[src/rtl/gbn_pkg.sv]
package gbn_pkg;
  // What the send side does at the coming edge.
  typedef enum logic [1:0] {
    SA_IDLE   = 2'd0,
    SA_SEND   = 2'd1,
    SA_REWIND = 2'd2
  } send_act_e;
endpackage

[src/rtl/gbn_parity_enc.sv]
module gbn_parity_enc #(
  parameter int DATA_W = 16,
  parameter int NGRP   = 4,
  parameter int CODE_W = DATA_W + NGRP
) (
  input  logic [DATA_W-1:0] data,
  output logic [CODE_W-1:0] code
);
  // Interleaved groups: bit i belongs to group i mod NGRP.
  function automatic logic [NGRP-1:0] group_parity(input logic [DATA_W-1:0] d);
    logic [NGRP-1:0] p;
    p = '0;
    for (int i = 0; i < DATA_W; i++) begin
      p[i % NGRP] = p[i % NGRP] ^ d[i];
    end
    return p;
  endfunction

  assign code = {group_parity(data), data};
endmodule

[src/rtl/gbn_slot_store.sv]
module gbn_slot_store #(
  parameter int DATA_W = 16,
  parameter int DEPTH  = 4,
  parameter int IDX_W  = $clog2(DEPTH)
) (
  input  logic              clk,
  input  logic              wr_en,
  input  logic [IDX_W-1:0]  wr_idx,
  input  logic [DATA_W-1:0] wr_data,
  input  logic [IDX_W-1:0]  rd_idx,
  output logic [DATA_W-1:0] rd_data
);
  logic [DATA_W-1:0] slots [DEPTH];

  always_ff @(posedge clk) begin
    if (wr_en) slots[wr_idx] <= wr_data;
  end

  assign rd_data = slots[rd_idx];
endmodule

[src/rtl/gbn_ptr_ctrl.sv]
module gbn_ptr_ctrl
  import gbn_pkg::*;
#(
  parameter int DEPTH = 4,
  parameter int RTT   = 4,
  parameter int IDX_W = $clog2(DEPTH),
  parameter int PTR_W = IDX_W + 1
) (
  input  logic             clk,
  input  logic             rst_n,
  input  logic             retx_en,
  input  logic             nack,
  input  logic             wr_fire,
  output logic [IDX_W-1:0] wr_idx,
  output logic [IDX_W-1:0] snd_idx,
  output logic             full,
  output send_act_e        act
);
  localparam int TMR_W = $clog2(RTT + 1);

  logic [PTR_W-1:0] wr_ptr, snd_ptr, rel_ptr;
  logic [PTR_W-1:0] snd_nxt;
  logic [TMR_W-1:0] tmr [DEPTH];

  // Named internal events.
  logic nack_eff, pending, inflight, snd_fire, rel_fire;
  logic [PTR_W-1:0] occ;

  function automatic logic [PTR_W-1:0] ptr_step(input logic [PTR_W-1:0] p);
    return p + PTR_W'(1);
  endfunction

  function automatic logic [PTR_W-1:0] ptr_gap(input logic [PTR_W-1:0] ahead,
                                               input logic [PTR_W-1:0] behind);
    return ahead - behind;
  endfunction

  assign occ      = ptr_gap(wr_ptr, rel_ptr);
  assign full     = (occ == PTR_W'(DEPTH));
  assign pending  = (snd_ptr != wr_ptr);
  assign inflight = (snd_ptr != rel_ptr);
  assign nack_eff = nack & retx_en;
  assign snd_fire = pending & ~nack_eff;
  assign rel_fire = retx_en & ~nack_eff & inflight &
                    (tmr[rel_ptr[IDX_W-1:0]] == TMR_W'(1));

  assign wr_idx  = wr_ptr[IDX_W-1:0];
  assign snd_idx = snd_ptr[IDX_W-1:0];

  always_comb begin
    if (nack_eff)      act = SA_REWIND;
    else if (snd_fire) act = SA_SEND;
    else               act = SA_IDLE;
  end

  always_comb begin
    unique case (act)
      SA_REWIND: snd_nxt = rel_ptr;
      SA_SEND:   snd_nxt = ptr_step(snd_ptr);
      default:   snd_nxt = snd_ptr;
    endcase
  end

  always_ff @(posedge clk) begin
    if (!rst_n) begin
      wr_ptr  <= '0;
      snd_ptr <= '0;
      rel_ptr <= '0;
    end else begin
      if (wr_fire) wr_ptr <= ptr_step(wr_ptr);
      snd_ptr <= snd_nxt;
      if (!retx_en)      rel_ptr <= snd_nxt;
      else if (rel_fire) rel_ptr <= ptr_step(rel_ptr);
    end
  end

  // One round-trip countdown per slot, loaded when that slot is sent.
  for (genvar g = 0; g < DEPTH; g++) begin : g_slot_tmr
    always_ff @(posedge clk) begin
      if (!rst_n) begin
        tmr[g] <= '0;
      end else if (snd_fire && (snd_idx == IDX_W'(g))) begin
        tmr[g] <= TMR_W'(RTT);
      end else if (tmr[g] != '0) begin
        tmr[g] <= tmr[g] - TMR_W'(1);
      end
    end
  end

  AST_NO_OVERFLOW: assert property (@(posedge clk) disable iff (!rst_n)
    occ <= PTR_W'(DEPTH));
  AST_SEND_BEHIND_WRITE: assert property (@(posedge clk) disable iff (!rst_n)
    ptr_gap(snd_ptr, rel_ptr) <= ptr_gap(wr_ptr, rel_ptr));
  AST_REWIND_TO_OLDEST: assert property (@(posedge clk) disable iff (!rst_n)
    nack_eff |=> (snd_ptr == rel_ptr));
  AST_FIFO_HOLDS_NONE: assert property (@(posedge clk) disable iff (!rst_n)
    !retx_en |=> (rel_ptr == snd_ptr));
  AST_FULL_NO_WRITE: assert property (@(posedge clk) disable iff (!rst_n)
    full && !rel_fire && retx_en |=> (wr_ptr == $past(wr_ptr)));
endmodule

[src/rtl/gbn_out_port.sv]
module gbn_out_port
  import gbn_pkg::*;
#(
  parameter int DATA_W = 16,
  parameter int NGRP   = 4,
  parameter int DEPTH  = 4,
  parameter int RTT    = 4,
  parameter int CODE_W = DATA_W + NGRP
) (
  input  logic              clk,
  input  logic              rst_n,
  input  logic              retx_en,
  input  logic              wr_valid,
  input  logic [DATA_W-1:0] wr_data,
  output logic              wr_ready,
  output logic              link_valid,
  output logic [CODE_W-1:0] link_code,
  input  logic              nack_in
);
  localparam int IDX_W = $clog2(DEPTH);

  logic              full, wr_fire;
  logic [IDX_W-1:0]  wr_idx, snd_idx;
  logic [DATA_W-1:0] rd_data;
  logic [CODE_W-1:0] enc_code;
  send_act_e         act;

  assign wr_ready = ~full;
  assign wr_fire  = wr_valid & ~full;

  gbn_ptr_ctrl #(.DEPTH(DEPTH), .RTT(RTT)) u_ptr (
    .clk     (clk),
    .rst_n   (rst_n),
    .retx_en (retx_en),
    .nack    (nack_in),
    .wr_fire (wr_fire),
    .wr_idx  (wr_idx),
    .snd_idx (snd_idx),
    .full    (full),
    .act     (act)
  );

  gbn_slot_store #(.DATA_W(DATA_W), .DEPTH(DEPTH)) u_store (
    .clk     (clk),
    .wr_en   (wr_fire),
    .wr_idx  (wr_idx),
    .wr_data (wr_data),
    .rd_idx  (snd_idx),
    .rd_data (rd_data)
  );

  gbn_parity_enc #(.DATA_W(DATA_W), .NGRP(NGRP)) u_enc (
    .data (rd_data),
    .code (enc_code)
  );

  always_ff @(posedge clk) begin
    if (!rst_n) begin
      link_valid <= 1'b0;
      link_code  <= '0;
    end else begin
      link_valid <= (act == SA_SEND);
      if (act == SA_SEND) link_code <= enc_code;
    end
  end

  // All parity groups together cover every data bit once, so the whole word has even weight.
  AST_CODE_EVEN: assert property (@(posedge clk) disable iff (!rst_n)
    link_valid |-> (^link_code == 1'b0));
  AST_SILENT_AFTER_NACK: assert property (@(posedge clk) disable iff (!rst_n)
    (retx_en && nack_in) |=> !link_valid);
endmodule

[config.mk]
export PLATFORM = sky130hd
export DESIGN_NAME = gbn_out_port
export DESIGN_NICKNAME = d
export VERILOG_FILES = /design/src/rtl/gbn_pkg.sv /design/src/rtl/gbn_parity_enc.sv /design/src/rtl/gbn_slot_store.sv /design/src/rtl/gbn_ptr_ctrl.sv /design/src/rtl/gbn_out_port.sv
export SDC_FILE = /design/constraint.sdc
export NUM_CORES = 1
export LEC_CHECK = 0
export ABC_AREA = 1
export CAP_MARGIN = 20
export CORE_MARGIN = 1
export CORE_UTILIZATION = 45
export DETAILED_ROUTE_END_ITERATION = 12
export DONT_BUFFER_PORTS = 1
export PLACE_DENSITY = 0.66
export SETUP_SLACK_MARGIN = 0.02
export SKIP_LAST_GASP = 1
export SYNTH_ARGS = -nofsm -noshare
export SYNTH_HDL_FRONTEND = slang
export SYNTH_HIERARCHICAL = 1
export SYNTH_SLANG_ARGS = --single-unit
[constraint.sdc]
create_clock -name clk -period 3.5 [get_ports clk]
set_input_delay 0.7 -clock clk [delete_from_list [all_inputs] [get_ports clk]]
set_output_delay 0.7 -clock clk [all_outputs]
set_load 0.05 [all_outputs]
==> flow_summary.json <==
{
  "drt-pass1-iter-count": 4,
  "grt_use_total_pct": 16.6,
  "cp_data_arrival_time_ns": 1.95,
  "antenna_found_initial": 0,
  "htreeDepth": 3,
  "die-height_um": 113,
  "ir_worst_vdd_mv": 0.435,
  "clockBufferDepth": 2,
  "drc_errors": 0,
  "synth_cell_type_count": 33,
  "power_mw": 5.54,
  "power.switching_mw": 2.45,
  "grt_max_degree": 44,
  "synthToLayoutAreaGrowth_pct": 4.68,
  "grt_pass1_wl_um": 16500,
  "maxCapViolCount": 0,
  "grt_pass1_vias": 3423,
  "hold_viol": 0,
  "io_pins": 43,
  "cts-root-buf": "clkbuf_16",
  "clkPwrFrac_pct": 18.9,
  "timing.setup.tns_ns": 0,
  "syn_avg_cell_area_um2": 8.45,
  "start_util_pct": 46.3,
  "cts_resized": 0,
  "cts_setup_buffers": 0,
  "ant_nets": 0,
  "crit_fanout": 6,
  "cts_tree": "built",
  "core_um2": 12000,
  "die-area_um2": 12800,
  "num_vias": 3705,
  "async_flop_share_pct": 0,
  "worstSetupPathType": "flop to primary output",
  "min_period_ns": 2.65,
  "routed_via_density": 4.71,
  "timing.fmax_mhz": 378,
  "pwr_density_cell_nw_per_um2": 951,
  "hpwlAfterDp_um": 7070,
  "hold_class": "input pin to flop",
  "synth_top_area_share_pct": 41.0,
  "synth_seq_cells": 108,
  "hold_buffers": 0,
  "stdcell_area_um2": 5820,
  "fp.dieW_um": 113,
  "synth_area_leaders": "edfxtp_1 41%, dfxtp_1 12%, nand2_1 11%, inv_1 9.0%, nand3_1 5.9%",
  "slew_headroom_pct": 62.4,
  "p_leak_nw": 2.80,
  "routedWlPerCell_um": 12.6,
  "diodes": 0,
  "synth_area_um2": 5560,
  "cp-end-kind": "primary output",
  "yosys_most_used_dff": "edfxtp_1",
  "finClkSkew_ns": 0.00731,
  "final_nets": 672,
  "final_common_cell": "nand2_1",
  "yosysWarnings": 6,
  "synth_edf_count": 76,
  "outcome": "completed",
  "place_area_um2": 5510,
  "mostFrequentLayoutCells": "164 x nand2_1, 133 x inv_1, 76 x edfxtp_1",
  "cts_buffers": 9,
  "finalMaxSlewViolations": 0,
  "syn-num-nets": 695,
  "cts.sinks": 108,
  "ys_seq_area_share_pct": 52.5,
  "switching_share_pct": 44.2,
  "drtIter0Drc": 165,
  "clkTransAtPathRegs_ns": 0.07,
  "grt_overflow_total": 0,
  "drive_above_1_share_pct": 9.38,
  "wirelength_um": 9890,
  "internal-power_mw": 3.09,
  "synthCells": 658,
  "cp-start-kind": "flop",
  "globalplace.congestion": 0.798,
  "setup_violations": 0,
  "port_buffers": 0,
  "pwr-share-comb_pct": 38.8,
  "yosysTopAreaCell": "edfxtp_1",
  "worst_slew_pin_slew_ns": 0.563,
  "sequentialPowerShare_pct": 42.3,
  "critPathRequiredTime_ns": 2.80,
  "rsz0062_at_grt": "no",
  "period_share_pct": 75.6,
  "clkLatencyLatePin_ns": 0.35,
  "std_cell_rows": 40
}
[synth_stat cells, drive strengths merged (2+ instances only)]
master / count
a21oi: 4
buf: 39
clkbuf: 2
dfxtp: 32
edfxtp: 76
ha: 16
inv: 141
nand2: 174
nand3: 71
nand3b: 4
nor2: 74
nor3: 4
o21ai: 7
xnor2: 8
[critical path: stages (launching register included)]
cell      delay, ns
dfxtp_1        0.46
inv_1          0.12
ha_1           0.22
o21bai_1       0.17
o21ai_0        0.11
a211oi_1       0.24
inv_1          0.28
[layer usage]
layer,part of all wire (%),vias up,track usage (%),wire [um]
met2,47,64,27.0,4660
li1,-,1948,-,-
met3,4.6,9,4.61,451
met5,0,-,0,0
met1,47,1684,21.3,4660
met4,1.2,0,6.14,115
[power by group through the flow]
stage                     clock network, mW  registers (mW)  logic [mW]
after floorplan                           0            2.31        2.01
after global placement                    0            2.36        2.08
after detailed placement                  0            2.38        2.16
after CTS                              1.07            2.35        2.17
after global routing                   1.12            2.39        2.48
final                                  1.04            2.34        2.15
[sequential cells by signal (all words and copies together) (netlist names), named ones only]
name           cells
u_store/slots     64
u_ptr/snd_ptr      3
u_ptr/rel_ptr      3
link_code         20
link_valid         1
u_ptr/wr_ptr       3
u_ptr/tmr         12
[metrics by stage]
step	hold slack [ns]	worst slack [ns]	cells	utilization, %
6_report	0.437	0.853	787	48.5
5_1_grt	0.420	0.705	787	48.5
4_1_cts	0.425	0.839	787	48.5
3_5_place_dp	0.549	1.19	771	45.9
3_3_place_gp	0.546	1.24	771	45.9
2_1_floorplan	0.509	0.596	658	-
[cell type report]
type	count	area, um^2
Timing Repair Buffer	7	52.6
Clock buffer	10	239
Sequential cell	108	2920
Multi-Input combinational cell	368	1820
Clock inverter	6	70.1
Inverter	141	537
Tap cell	147	184
Fill cell	1135	6190
[cell families (layout without fill, tap and decap cells)]
| family | Yosys count | count (layout) | synth area share, % |
|---|---|---|---|
| AO/OA/AOI/OAI | 13 | 13 | 1.26 |
| XOR/XNOR | 9 | 9 | 1.42 |
| adder cells (fa/ha/maj) | 16 | 16 | 3.60 |
| buffers and inverters | 182 | 164 | 15.1 |
| flip-flops | 108 | 108 | 52.5 |
| AND/OR/NAND/NOR | 330 | 330 | 26.0 |
[worst paths after layout]
| path | depth (start not counted) | from | slack (ns) | endpoint |
|---|---|---|---|---|
| setup reg to reg | 9 | u_ptr/wr_ptr[1] | 1.19 | u_store/slots[0][9] |
| setup / recovery | 6 | u_ptr/wr_ptr[0] | 0.85 | wr_ready |
| hold reg to reg | 1 | u_ptr/tmr[2][0] | 0.56 | u_ptr/tmr[2][0] |
| hold / removal | 0 | wr_data[14] | 0.44 | u_store/slots[0][14] |
Power figures use the tool's default switching activity.
